File: config.mk
export PLATFORM = sky130hd
export DESIGN_NAME = irq_qualify_top
export DESIGN_NICKNAME = d
export VERILOG_FILES = /design/src/rtl/irq_pkg.sv /design/src/rtl/irq_prescale.sv /design/src/rtl/irq_pulse_filter.sv /design/src/rtl/irq_dispatch_fsm.sv /design/src/rtl/irq_qualify_top.sv
export SDC_FILE = /design/constraint.sdc
export NUM_CORES = 1
export LEC_CHECK = 0
export ABC_CLOCK_PERIOD_IN_PS = 1400
export CELL_PAD_IN_SITES_DETAIL_PLACEMENT = 0
export CELL_PAD_IN_SITES_GLOBAL_PLACEMENT = 1
export CORE_UTILIZATION = 33
export CTS_BUF_LIST = sky130_fd_sc_hd__clkbuf_8 sky130_fd_sc_hd__clkbuf_16
export DETAILED_ROUTE_END_ITERATION = 10
export HOLD_SLACK_MARGIN = 0.1
export PLACE_DENSITY = 0.79
export SYNTH_ARGS = -nofsm -noshare
export SYNTH_HDL_FRONTEND = slang
export SYNTH_SLANG_ARGS = --single-unit
export TNS_END_PERCENT = 30
File: constraint.sdc
create_clock -name clk -period 1.4 [get_ports clk]
set_input_delay 0.21 -clock clk [delete_from_list [all_inputs] [get_ports clk]]
set_output_delay 0.21 -clock clk [all_outputs]
set_load 0.02 [all_outputs]
File: src/rtl/irq_pkg.sv
package irq_pkg;
    localparam int FILT_LEN = 3;

    typedef enum logic [1:0] {
        ST_RUN,
        ST_GUARD,
        ST_VECTOR,
        ST_SERVICE
    } disp_state_t;
endpackage

File: src/rtl/irq_prescale.sv
module irq_prescale #(
    parameter int SEL_W = 2
) (
    input  logic             clk,
    input  logic             rst_n,
    input  logic [SEL_W-1:0] div_sel,
    output logic             tick
);
    localparam int CNT_W = (1 << SEL_W) - 1;

    logic [CNT_W-1:0] cnt;
    logic [CNT_W-1:0] lim;

    always_comb begin
        lim = '0;
        for (int i = 0; i < CNT_W; i++) begin
            lim[i] = (i < int'(div_sel));
        end
    end

    always_ff @(posedge clk or negedge rst_n) begin
        if (!rst_n) cnt <= '0;
        else        cnt <= cnt + 1'b1;
    end

    assign tick = ((cnt & lim) == lim);

    AST_TICK_EVERY_CYCLE: assert property (@(posedge clk) disable iff (!rst_n)
        (div_sel == '0) |-> tick);
endmodule

File: src/rtl/irq_pulse_filter.sv
module irq_pulse_filter #(
    parameter int LEN = irq_pkg::FILT_LEN
) (
    input  logic clk,
    input  logic rst_n,
    input  logic raw,
    input  logic consume,
    output logic hit
);
    localparam int CW = $clog2(LEN + 1);
    localparam logic [CW-1:0] LAST = CW'(LEN - 1);

    logic          s1, s2;
    logic [CW-1:0] run;
    logic          fire;

    assign fire = s2 && (run == LAST);

    always_ff @(posedge clk or negedge rst_n) begin
        if (!rst_n) begin
            s1  <= 1'b0;
            s2  <= 1'b0;
            run <= '0;
            hit <= 1'b0;
        end else begin
            s1 <= raw;
            s2 <= s1;
            if (!s2)            run <= '0;
            else if (run != LAST) run <= run + 1'b1;
            hit <= fire | (hit & ~consume);
        end
    end

    AST_HIT_AFTER_RUN: assert property (@(posedge clk) disable iff (!rst_n)
        $rose(hit) |-> ($past(s2, 1) && $past(s2, 2)));
endmodule

File: src/rtl/irq_dispatch_fsm.sv
module irq_dispatch_fsm
    import irq_pkg::*;
(
    input  logic clk,
    input  logic rst_n,
    input  logic tick,
    input  logic req_any,
    input  logic glob_en,
    input  logic pfx_wr,
    input  logic ins_clr,
    output logic vec_req,
    output logic ins
);
    disp_state_t st, st_nx;
    logic        elig;

    assign elig = glob_en && req_any;

    always_comb begin
        st_nx = st;
        if (tick) begin
            unique case (st)
                ST_RUN:     if (pfx_wr) st_nx = ST_GUARD;
                            else if (elig) st_nx = ST_VECTOR;
                ST_GUARD:   if (pfx_wr) st_nx = ST_GUARD;
                            else if (elig) st_nx = ST_VECTOR;
                            else st_nx = ST_RUN;
                ST_VECTOR:  st_nx = ST_SERVICE;
                ST_SERVICE: if (ins_clr) st_nx = ST_RUN;
                default:    st_nx = ST_RUN;
            endcase
        end
    end

    always_ff @(posedge clk or negedge rst_n) begin
        if (!rst_n) st <= ST_RUN;
        else        st <= st_nx;
    end

    always_comb begin
        vec_req = (st == ST_VECTOR);
        ins     = (st == ST_VECTOR) || (st == ST_SERVICE);
    end

    AST_WINDOW_HOLDS: assert property (@(posedge clk) disable iff (!rst_n)
        (tick && pfx_wr && st == ST_RUN) |=> !vec_req);
    AST_NO_REVECTOR: assert property (@(posedge clk) disable iff (!rst_n)
        (tick && st == ST_SERVICE && !ins_clr) |=> !vec_req);
    AST_VEC_GATED: assert property (@(posedge clk) disable iff (!rst_n)
        $rose(vec_req) |-> $past(glob_en && req_any));
    AST_VEC_ONE_PERIOD: assert property (@(posedge clk) disable iff (!rst_n)
        (tick && vec_req) |=> !vec_req);
endmodule

File: src/rtl/irq_qualify_top.sv
module irq_qualify_top #(
    parameter int NUM_MOD = 4,
    parameter int SEL_W   = 2
) (
    input  logic               clk,
    input  logic               rst_n,
    input  logic [SEL_W-1:0]   div_sel,
    input  logic [NUM_MOD-1:0] async_req,
    input  logic [NUM_MOD-1:0] sync_req,
    input  logic [NUM_MOD-1:0] mask,
    input  logic               glob_en,
    input  logic               pfx_wr,
    input  logic               ins_clr,
    input  logic [NUM_MOD-1:0] pend_clr,
    output logic               sys_tick,
    output logic               vec_req,
    output logic               ins,
    output logic [NUM_MOD-1:0] pend
);
    logic [NUM_MOD-1:0] async_hit;
    logic [NUM_MOD-1:0] pend_q;

    irq_prescale #(.SEL_W(SEL_W)) u_pre (
        .clk     (clk),
        .rst_n   (rst_n),
        .div_sel (div_sel),
        .tick    (sys_tick)
    );

    for (genvar m = 0; m < NUM_MOD; m++) begin : g_filt
        irq_pulse_filter #(.LEN(irq_pkg::FILT_LEN)) u_filt (
            .clk     (clk),
            .rst_n   (rst_n),
            .raw     (async_req[m]),
            .consume (sys_tick),
            .hit     (async_hit[m])
        );
    end

    always_ff @(posedge clk or negedge rst_n) begin
        if (!rst_n)        pend_q <= '0;
        else if (sys_tick) pend_q <= (pend_q & ~pend_clr) | sync_req | async_hit;
    end

    assign pend = pend_q;

    irq_dispatch_fsm u_fsm (
        .clk     (clk),
        .rst_n   (rst_n),
        .tick    (sys_tick),
        .req_any (|(pend_q & mask)),
        .glob_en (glob_en),
        .pfx_wr  (pfx_wr),
        .ins_clr (ins_clr),
        .vec_req (vec_req),
        .ins     (ins)
    );

    AST_PEND_BETWEEN_TICKS: assert property (@(posedge clk) disable iff (!rst_n)
        !sys_tick |=> $stable(pend_q));
    AST_PEND_SET_WINS: assert property (@(posedge clk) disable iff (!rst_n)
        (sys_tick && (sync_req != '0)) |=> ((pend_q & $past(sync_req)) == $past(sync_req)));
endmodule

* Yosys cells after proc, flatten, opt, wreduce, memory -nomap -nowiden
Cells that the tools add are included.
** Cells by class
- Add/subtract/negate cells :: 5
- Multiply operators :: 0
- Div/mod/pow operators :: 0
- $lt $le $gt $ge :: 3
- Eq/ne operators :: 18
- Shift operators :: 0
- Multiplexer cells :: 14
- Bitwise operators :: 15
- Reductions and logical operators :: 9
** Operators by type and width (count)
- 2-bit two-way mux :: 13
- 2-bit inequality test (second input constant) :: 9
- 2-bit equality test (second input constant) :: 6
- 2-bit by 1-bit adder with 2-bit output (second input constant) :: 4
- 4-bit bitwise AND :: 2
- 4-bit OR :: 2
- 2-bit one-hot mux with 4 select lines :: 1
- 1-bit logical AND :: 5
- 1-bit bitwise AND :: 4
- 1-bit by 2-bit less-than comparator with 1-bit output (first input constant) :: 2
- 4-bit NOT :: 1
- 1-bit OR :: 4
- 4-bit OR reduction :: 1
- 3-bit by 1-bit adder with 3-bit output (second input constant) :: 1
- 3-bit bitwise AND :: 1
- 3-bit equality test :: 1
- 3-bit by 2-bit inequality test with 1-bit output (second input constant) :: 1
- 3-bit AND reduction :: 1
- 2-bit by 1-bit equality test with 1-bit output (second input constant) :: 1
- 2-bit logical NOT :: 1
- 2-bit less-than comparator (first input constant) :: 1
- 1-bit logical OR :: 1
- 1-bit NOT :: 1
** Storage, ports and cells
- Register bits after elaboration :: 29
- Bits in latches :: 0
- Memory bits (writable) :: 0
- Memory bits (read-only) :: 0
- Output and inout port bits :: 7
- Word-level logic and storage cells :: 83
- Memories :: 0

* Depth between registers and ports, before layout
Gate-level depths: netlist of the first run.
- Depth after elaboration :: 6
- Gate-level depth with buffers :: 5
- Mapped depth without buffers :: 5

* Cells and area by module
From an unflattened synthesis of the first run, not the netlist that was laid out.
** Unflattened totals
- Cells, all modules :: 100
- Area, all modules :: 1193.6 sq um
** By module, submodules not included
- irq_pulse_filter :: times used 4, cells each 15, area each 190.2 sq um, sequential area each 125.1 sq um
- irq_qualify_top :: times used 1, cells each 19, area each 193.9 sq um, sequential area each 100.1 sq um
- irq_prescale :: times used 1, cells each 10, area each 133.9 sq um, sequential area each 75.1 sq um
- irq_dispatch_fsm :: times used 1, cells each 11, area each 105.1 sq um, sequential area each 50.0 sq um

* Least setup slack after synthesis of the first run
No wires, ideal clock.
- Path type :: register to register
- From :: reg u_pre.cnt[2]
- To :: reg u_fsm.st[0]
- Setup time :: 125 ps
- Arrival time :: 1144 ps
- Data required time :: 1275 ps
- Slack :: 132 ps
- Stages on the path, launching flop included :: 5
- Path buffers :: 0
- Period minus slack after synthesis :: 1268 ps
- Cells stage by stage :: dfrtp_1 nand2b_4 a21boi_4 nand2b_4 mux2_2
** On the way
- Cells in the longest elaborated chain, start to end :: 3
** RTL lines
- start: declaration :: RTL line irq_prescale.sv:11 : logic [CNT_W-1:0] cnt;
- start signal: assignment :: RTL line irq_prescale.sv:23 : else cnt <= cnt + 1'b1;
- 3-bit bitwise AND :: RTL line irq_prescale.sv:26 : assign tick = ((cnt & lim) == lim);
- 3-bit equality test :: RTL line irq_prescale.sv:26
- 3-bit AND reduction (no source line)
- end signal: assignment :: RTL line irq_dispatch_fsm.sv:37 : else st <= st_nx;
- end: declaration :: RTL line irq_dispatch_fsm.sv:14 : disp_state_t st, st_nx;
Every way passes these cells.
A chain may end at the register's enable or synchronous reset.

* Final worst setup path of the first run
- From :: reg u_pre.cnt[2]
- To :: out sys_tick
** On the way
- Cells in the longest elaborated chain, start to end :: 2
** RTL lines
- 3-bit bitwise AND :: RTL line irq_prescale.sv:26
- 3-bit equality test :: RTL line irq_prescale.sv:26
- end: declaration :: RTL line irq_qualify_top.sv:15 : output logic sys_tick,
Every way passes these cells.

==> metrics.cfg, run 1 <==
[run_status]
outcome = finished with violations
failed_checks = negative setup slack

[clocking]
clock_latency_ns = 0.28
cts.reportedPaths.clkPinSlew_ns = 0.05
clock-sinks = 29
cts_made_buffers = 5
max-clock-path-buffers = 2
cts_tree = built
cts_root_buffer = clkbuf_8
cts_hold_buf = 0
htree_levels = 2

[grt]
grt-ovfl-total = 0
antenna_found_initial = 0
grt_max_degree = 30
grt_pass1_wl_um = 3600
use_met3_pct = 7.25
grt_use_met2_pct = 23.5
met1_usage_pct = 15.4
grt_pass1_vias = 814
grtUsageTotal_pct = 14.3
top_usage_layer = met2

[timing]
hold_violations = 0
finalSetupViolations = 2
layout_setup_ws_ns = -0.0662
clock.fmax_mhz = 682
setup_tns_ns = -0.114
fin_crit_sh_pct = 105
rsz0062_at_grt = yes
skew_ns = 0.00328
min_period_ns = 1.47
timing.slew.headroom_pct = 75.8
worstMarginPinSlew_ns = 0.363
maxSlewViolCount = 0

[floorplanning]
start_util_pct = 34.9
die-area_um2 = 3830
fp.coreArea_um2 = 3390
die_w_um = 61.9
num_io_pins = 30
die_y_um = 61.9
placementRows = 21

[critical_path]
reg2reg_to = u_fsm.st[0]
critPathRequiredTime_ns = 1.19
crit_type = flip-flop to output pin
worst-path-max-fanout = 2
r2r_slack_ns = -0.05
r2r_start = u_pre.cnt[2]
crit_path_end_kind = output pin
crit_arrival_ns = 1.26
rr_worst_depth = 5
cp-start-kind = flip-flop

[pwr]
switchingPower_uw = 703
swShare_pct = 28.5
powerDensity_nw_per_um2 = 1500
pwr-share-clk_pct = 26.6
p_int_uw = 1770
p_comb_share_pct = 26.7
ir_drop_mv = 0.783
p_leak_uw = 0.000749
seqPwrFrac_pct = 46.7

[job]
cap_violations = 0

[routing]
vias = 810
drt.antenna.violating_nets = 0
wl_per_cell_um = 12.1
drt_iter0_markers = 26
drc = 0
routed_wl_um = 2230
drtPass1Iterations = 4
viasPerCell = 4.40

[cells_and_area]
drive_gt1_share_pct = 13.8
nNetsFinal = 166
utilization_pct = 48.4
synthToLayoutAreaGrowth_pct = 38.8
n_antenna_cell = 0
fin_area_um2 = 1640

[yosys]
yosys_warnings = 0
synth_cells = 98
synth-seq-cells = 29
netlist_area_um2 = 1180
synth.avg_cell_area_um2 = 12.1
synth-seq-area-share_pct = 61.4
synth_nets = 126
ys_types = 20

[placed_design]
gp_congestion = 0.730
post_dp_cell_area_um2 = 1560
dp_hpwl_um = 1660
io_buffer_count = 29

[hold_path]
hp-class = input pin to asynchronous set/reset pin

logic make-up (layout without fill, tap and decap cells):
family	after synthesis	after routing	share of synthesized area, %
xor gates and xnor gates	5	5	3.70
and+or+nand+nor	27	27	12.4
AOI/OAI and AO/OA	23	23	13.1
muxes	1	1	0.952
DFF	29	29	61.4
adders and majority gates	5	5	5.29
buffers and inverters	8	48	3.17
cell type report:
type                    instances  area [um^2]
inverters                       6         22.5
clock inverters                 1         3.75
repair buffers                 35          330
flip-flops and latches         29          726
well taps                      46         57.6
fillers                       308         1750
clock buffers                   6         82.6
multi-input cells              61          419
worst max path at each step:
stage,start,slack [ns],cells past startpoint,end
3_3_place_gp,div_sel[1],-0.46,6,sys_tick
2_1_floorplan,u_pre.cnt[2],0.13,4,u_fsm.st[0]
4_1_cts,u_pre.cnt[2],-0.14,5,sys_tick
6_report,u_pre.cnt[2],-0.07,5,sys_tick
3_5_place_dp,div_sel[1],-0.50,6,sys_tick
5_1_grt,u_pre.cnt[2],-0.12,5,sys_tick
cell usage in the layout, fill, tap and decap left out, drive strengths merged:
master,Yosys,layout
ha,5,5
dfrtp,29,29
buf,1,7
nand3,2,2
and2,8,8
a22oi,2,2
a31oi,1,1
a21boi,1,1
nand2,9,9
nor2,5,5
clkbuf,1,6
nand2b,2,2
dlygate4sd2,0,5
a21bo,1,1
nor2b,1,1
clkdlybuf4s50,0,22
inv,6,7
o21ai,14,14
mux2,1,1
a22o,4,4
clkdlybuf4s15,0,1
xnor2,4,4
xor2,1,1
through the flow:
stage	setup slack, ns	power (uW)	hold slack [ns]	cells
final	-0.0662	2470	0.310	184
after global routing	-0.124	2650	0.342	184
after CTS	-0.135	2500	0.320	184
after detailed placement	-0.499	1870	0.339	177
after global placement	-0.462	1830	0.334	177
after floorplan	0.132	1590	-0.0856	98
power groups by stage:
stage	Combinational, uW	Sequential [uW]	Clock (uW)
final	659	1150	658
after global routing	755	1180	715
after CTS	665	1160	682
after detailed placement	698	1170	0
after global placement	670	1160	0
after floorplan	422	1170	0
Yosys cell counts, drive strengths merged:
| master | n | area share [%] |
|---|---|---|
| nor2 | 5 | 1.6 |
| nand2b | 2 | 2.3 |
| buf | 1 | 0.95 |
| inv | 6 | 1.9 |
| xor2 | 1 | 0.74 |
| nand3 | 2 | 0.85 |
| a31oi | 1 | 0.53 |
| mux2 | 1 | 0.95 |
| dfrtp | 29 | 61 |
| xnor2 | 4 | 3.0 |
| a21bo | 1 | 0.85 |
| ha | 5 | 5.3 |
| and2 | 8 | 4.2 |
| a22oi | 2 | 1.3 |
| o21ai | 14 | 5.9 |
| a22o | 4 | 3.0 |
| nor2b | 1 | 0.53 |
| clkbuf | 1 | 0.32 |
| a21boi | 1 | 1.6 |
| nand2 | 9 | 2.9 |
per-layer routing:
| layer | part of all wire (%) | vias to the layer above | routed length (um) |
|---|---|---|---|
| li1 | - | 403 | - |
| met1 | 42 | 373 | 943 |
| met2 | 49 | 28 | 1080 |
| met3 | 7.2 | 6 | 160 |
| met4 | 1.7 | 0 | 38 |
| met5 | 0 | - | 0 |
worst max-delay path, stage by stage (launching register included):
cell,delay [ns]
dfrtp_1,0.40
nand2b_4,0.16
a21boi_4,0.13
nand2b_4,0.15
inv_2,0.03
buf_6,0.12
state kept, by name, summed over array words and instances, names as in the netlist:
signal / count
g_filt.u_filt.hit: 4
u_pre.cnt: 3
g_filt.u_filt.run: 8
g_filt.u_filt.s2: 4
g_filt.u_filt.s1: 4
pend: 4
u_fsm.st: 2
timing repair:
| action | 4_1_cts | 5_1_grt |
|---|---|---|
| gates resized for setup | 10 | 4 |
| buffers inserted | 0 | 0 |
| setup endpoints to repair | 8 | 3 |
| pin swaps | 0 | 1 |
Power figures use the tool's default switching activity.
==> inputs of run 2 (changes only) <==
Settings changed: PLACE_DENSITY 0.79 to 0.8.
==> run 2 against run 1 <==
  * The run still ends with negative setup slack left
  * Core utilization grew 1.5 points
  * Sequential cell count unchanged
  * Routed wire length is 6.2% lower
  * Worst hold slack got worse by 0.0019 ns
  * Clock power rose by 34%
  * Clock skew up 0.0044 ns
  * Combinational power fell by 0.8%
  * Final area is 3.1% higher
  * Power increased by 8.6%
  * Setup slack better by 0.033 ns
  * Register-to-register slack gained 0.06 ns
  * Largest cell class unchanged
==> metrics.cfg, run 2 (same netlist as run 1, synthesis figures left out) <==
[run_status]
outcome = finished with violations
failed_checks = negative setup slack

[clocking]
cts.reportedPaths.clkPinSlew_ns = 0.07
htree_levels = 2
cts_made_buffers = 5
cts_hold_buf = 0
cts_root_buffer = clkbuf_8
cts_tree = built
max-clock-path-buffers = 2
clock-sinks = 29
clock_latency_ns = 0.28

[timing]
setup_tns_ns = -0.0394
maxSlewViolCount = 0
rsz0062_at_grt = yes
skew_ns = 0.00765
fin_crit_sh_pct = 102
worstMarginPinSlew_ns = 0.348
min_period_ns = 1.43
timing.slew.headroom_pct = 76.8
layout_setup_ws_ns = -0.0335
hold_violations = 0
finalSetupViolations = 2
clock.fmax_mhz = 698

[cells_and_area]
final_cells = 188
nFillCells = 311
final_common_cell = dfrtp_1
n_antenna_cell = 0
regArea_um2 = 726
largest_reg_flops = 8
regMostFlops = g_filt.u_filt.run
synthToLayoutAreaGrowth_pct = 43.2
multi_input_area_um2 = 419
nNetsFinal = 169
drive_gt1_share_pct = 17.6
final_cell_mix = dfrtp_1 (29), clkdlybuf4s50_1 (22), o21ai_0 (14)

[pwr]
ir_drop_mv = 0.867
powerDensity_nw_per_um2 = 1580
p_leak_uw = 0.000774

[floorplanning]
fp.coreArea_um2 = 3390
die_y_um = 61.9
start_util_pct = 34.9
die-area_um2 = 3830
die_w_um = 61.9
placementRows = 21
num_io_pins = 30

[routing]
drc = 0
wl_met3_um = 88
drtPass1Iterations = 4
drt.antenna.violating_nets = 0
wl_met2_um = 1120
wl_per_cell_um = 11.1
vias = 832
top_layer = met4
drt_iter0_markers = 13
routed_wl_um = 2090
viasPerCell = 4.43
routedLengthMet1_um = 859

[grt]
grt_max_degree = 30
grtUsageTotal_pct = 13.4
grt_pass1_vias = 878
grt_pass1_wl_um = 3550
antenna_found_initial = 0
grt-ovfl-total = 0

[critical_path]
crit_path_end_kind = output pin
worst-path-max-fanout = 2
critPathRequiredTime_ns = 1.19
cp-start-kind = input pin
crit_arrival_ns = 1.22
crit_type = input pin to output pin

[placed_design]
gp_congestion = 0.703
dp_cells = 178
io_buffer_count = 29
dp_hpwl_um = 1600
pre_cts_slack_ns = -0.467

[job]
cap_violations = 0

[hold_path]
hp-class = input pin to asynchronous set/reset pin

[run 2: final timing paths]
| kind | startpoint | endpoint | slack, ns | depth (start not counted) |
|---|---|---|---|---|
| hold reg to reg | g_filt[2].u_filt.s1 | g_filt[2].u_filt.s2 | 0.35 | 0 |
| hold / removal | rst_n | pend[0] | 0.31 | 2 |
| setup / recovery | div_sel[1] | sys_tick | -0.03 | 5 |
| max in group asynchronous | rst_n | g_filt[1].u_filt.run[0] | 0.83 | 2 |
| setup reg to reg | u_pre.cnt[2] | u_fsm.st[0] | 0.01 | 5 |
| min in group clk | g_filt[2].u_filt.s1 | g_filt[2].u_filt.s2 | 0.35 | 0 |
[run 2: per-layer routing]
metal	vias up	track usage (%)
li1	413	-
met1	396	13.0
met2	21	25.8
met3	2	4.35
met4	0	5.71
met5	-	0
[run 2: where the power goes]
group	total [uW]	internal [uW]	switching [uW]
clock	881	578	303
combinational	654	356	298
sequential	1150	1030	120
total	2680	1960	722
[run 2: area by class of cell]
class	instances	area share, %
timing repair buffer	38	20.5
tap	46	3.40
inverter	6	1.33
clock buffer	6	4.88
sequential	29	42.9
multi-input combinational	61	24.8
clock inverter	2	2.22
[run 2: what timing repair did]
item                                   4_1_cts  5_1_grt
pin swaps                                    0        1
setup endpoints to repair                    8        3
gates resized for setup                     10        5
buffers inserted                             0        2
endpoints found under the hold margin        0        0
[run 2: worst max-delay path, stage by stage]
cell	delay (ns)
clkdlybuf4s50_1	0.52
a21bo_2	0.27
nand2b_4	0.08
inv_2	0.03
buf_6	0.12
[run 2: through the flow]
step / cell area [um^2] / hold WS [ns] / util (%) / total power (uW)
final: 1690 / 0.308 / 49.9 / 2680
after global placement: 1570 / 0.333 / 46.3 / 1830
after floorplan: 1180 / -0.0856 / - / 1590
after detailed placement: 1570 / 0.336 / 46.3 / 1870
after CTS: 1680 / 0.318 / 49.4 / 2720
after global routing: 1690 / 0.352 / 49.9 / 2880
==> inputs of run 3 (changes only) <==
Settings changed: RECOVER_POWER set to 50.
==> run 3 against run 2 <==
  * The run still ends with negative setup slack left
  * Sequential share of layout area rose by 0.063 points
  * Non-clock buffer count did not move
  * Combinational power fell by 0.6%
  * Critical path depth did not move
  * Cell count did not move
  * Power fell by 0.14%
  * Die area did not move
  * Register-to-register slack barely moved
  * Final area fell by 0.15%
  * Core utilization fell by 0.074 points
  * Via count did not move
  * Count of clock-buffer cells in the layout did not move
  * Largest cell class unchanged
  * Highest routed layer unchanged
==> metrics.cfg, run 3 (same netlist as run 1, synthesis figures left out) <==
[floorplanning]
die_w_um = 61.9
num_io_pins = 30
start_util_pct = 34.9
die-area_um2 = 3830
placementRows = 21
fp.coreArea_um2 = 3390
die_y_um = 61.9

[cells_and_area]
synthToLayoutAreaGrowth_pct = 43.0
fin_area_um2 = 1690
drive_gt1_share_pct = 17.6
regArea_um2 = 726
final_cells = 188
multi_input_area_um2 = 419
final_common_cell = dfrtp_1
nFillCells = 311
n_antenna_cell = 0
final_cell_mix = dfrtp_1 (29), clkdlybuf4s50_1 (17), o21ai_0 (14)
largest_reg_flops = 8
regMostFlops = g_filt.u_filt.run
nNetsFinal = 169

[routing]
viasPerCell = 4.43
drt_iter0_markers = 13
routed_wl_um = 2090
drt.antenna.violating_nets = 0
vias = 832
wl_per_cell_um = 11.1
drtPass1Iterations = 4
drc = 0

[critical_path]
worstPathCellList = clkdlybuf4s50_1, a21bo_2, nand2b_4, inv_2, buf_6
max_stage_delay_ns = 0.52
path_delay_family = buffers and inverters
critPathSlowestCell = clkdlybuf4s50_1
crit_arrival_ns = 1.22
r2r_slack_ns = 0.01
crit_type = input pin to output pin
cp-start-kind = input pin
critPathRequiredTime_ns = 1.19
crit_path_end_kind = output pin
worst-path-max-fanout = 2
path_buf_inv = 3

[run_status]
outcome = finished with violations
failed_checks = negative setup slack

[placed_design]
post_dp_cell_area_um2 = 1570
io_buffer_count = 29
dp_cells = 178
pre_cts_slack_ns = -0.467
dp_hpwl_um = 1600
gp_congestion = 0.703

[timing]
hold_violations = 0
layout_setup_ws_ns = -0.0335
maxSlewViolCount = 0
skew_ns = 0.00765
whs_ns = 0.348
rsz0062_at_grt = yes
worstMarginPinSlew_ns = 0.679
min_period_ns = 1.43
fin_crit_sh_pct = 102
timing.slew.headroom_pct = 54.7
finalSetupViolations = 2
clock.fmax_mhz = 698

[clocking]
cts_hold_buf = 0
cts_tree = built
max-clock-path-buffers = 2
clock_latency_ns = 0.28
clock-sinks = 29
cts_made_buffers = 5
htree_levels = 2
cts_root_buffer = clkbuf_8
cts.reportedPaths.clkPinSlew_ns = 0.06

[grt]
antenna_found_initial = 0
grt_pass1_vias = 878
grt_pass1_wl_um = 3550
grt_max_degree = 30
grtUsageTotal_pct = 13.4
grt-ovfl-total = 0

[pwr]
p_leak_uw = 0.000775
powerDensity_nw_per_um2 = 1580
total_power_uw = 2680
ir_drop_mv = 0.867

[hold_path]
hp-class = flip-flop to flip-flop

[job]
cap_violations = 0

run 3: changes by cell type in the layout (fill, tap and decap cells not counted), sizes merged:
cell           previous run  this run
clkbuf                    7         8
dlygate4sd3               0         5
clkdlybuf4s50            22        17
buf                      10         9
run 3: layout make-up:
cell class	count	share of cell area [%]
clock buffers	6	4.89
clock inverters	2	2.22
inverters	6	1.33
multi-input cells	61	24.8
flip-flops and latches	29	42.9
well taps	46	3.40
repair buffers	38	20.4
run 3: what timing repair did:
action                                  in CTS  in global routing
endpoints found under the hold margin        0                  0
resized for setup                           10                  5
pin swaps                                    0                  1
setup buffers                                0                  2
endpoints found under the setup margin       8                  3
run 3: worst paths after layout:
check | from | end | depth (start not counted)
max | div_sel[1] | sys_tick | 5
min | g_filt[2].u_filt.s1 | g_filt[2].u_filt.s2 | 0
max reg2reg | u_pre.cnt[2] | u_fsm.st[0] | 5
max in group asynchronous | rst_n | g_filt[1].u_filt.run[0] | 2
min in group asynchronous | rst_n | pend[0] | 2
min reg2reg | g_filt[2].u_filt.s1 | g_filt[2].u_filt.s2 | 0
run 3: power by group:
group / internal (uW) / total [uW] / switching, uW / leakage (uW)
combinational: 352 / 650 / 298 / 0.000362
clock: 578 / 881 / 303 / 0.0000574
sequential: 1030 / 1150 / 120 / 0.000355
total: 1960 / 2680 / 722 / 0.000775
run 3: metrics by stage:
step	util [%]	TNS, ns
2_1_floorplan	-	0
3_3_place_gp	46.3	-1.34
3_5_place_dp	46.3	-1.50
4_1_cts	49.4	-0.144
5_1_grt	49.9	-0.104
6_report	49.9	-0.0394
run 3: layer usage:
layer / part of all wire (%) / global-route usage, % / vias to the layer above
met5: 0 / 0 / -
li1: - / - / 413
met3: 4.2 / 4.35 / 2
met2: 54 / 25.8 / 21
met1: 41 / 13.0 / 396
met4: 0.86 / 5.71 / 0
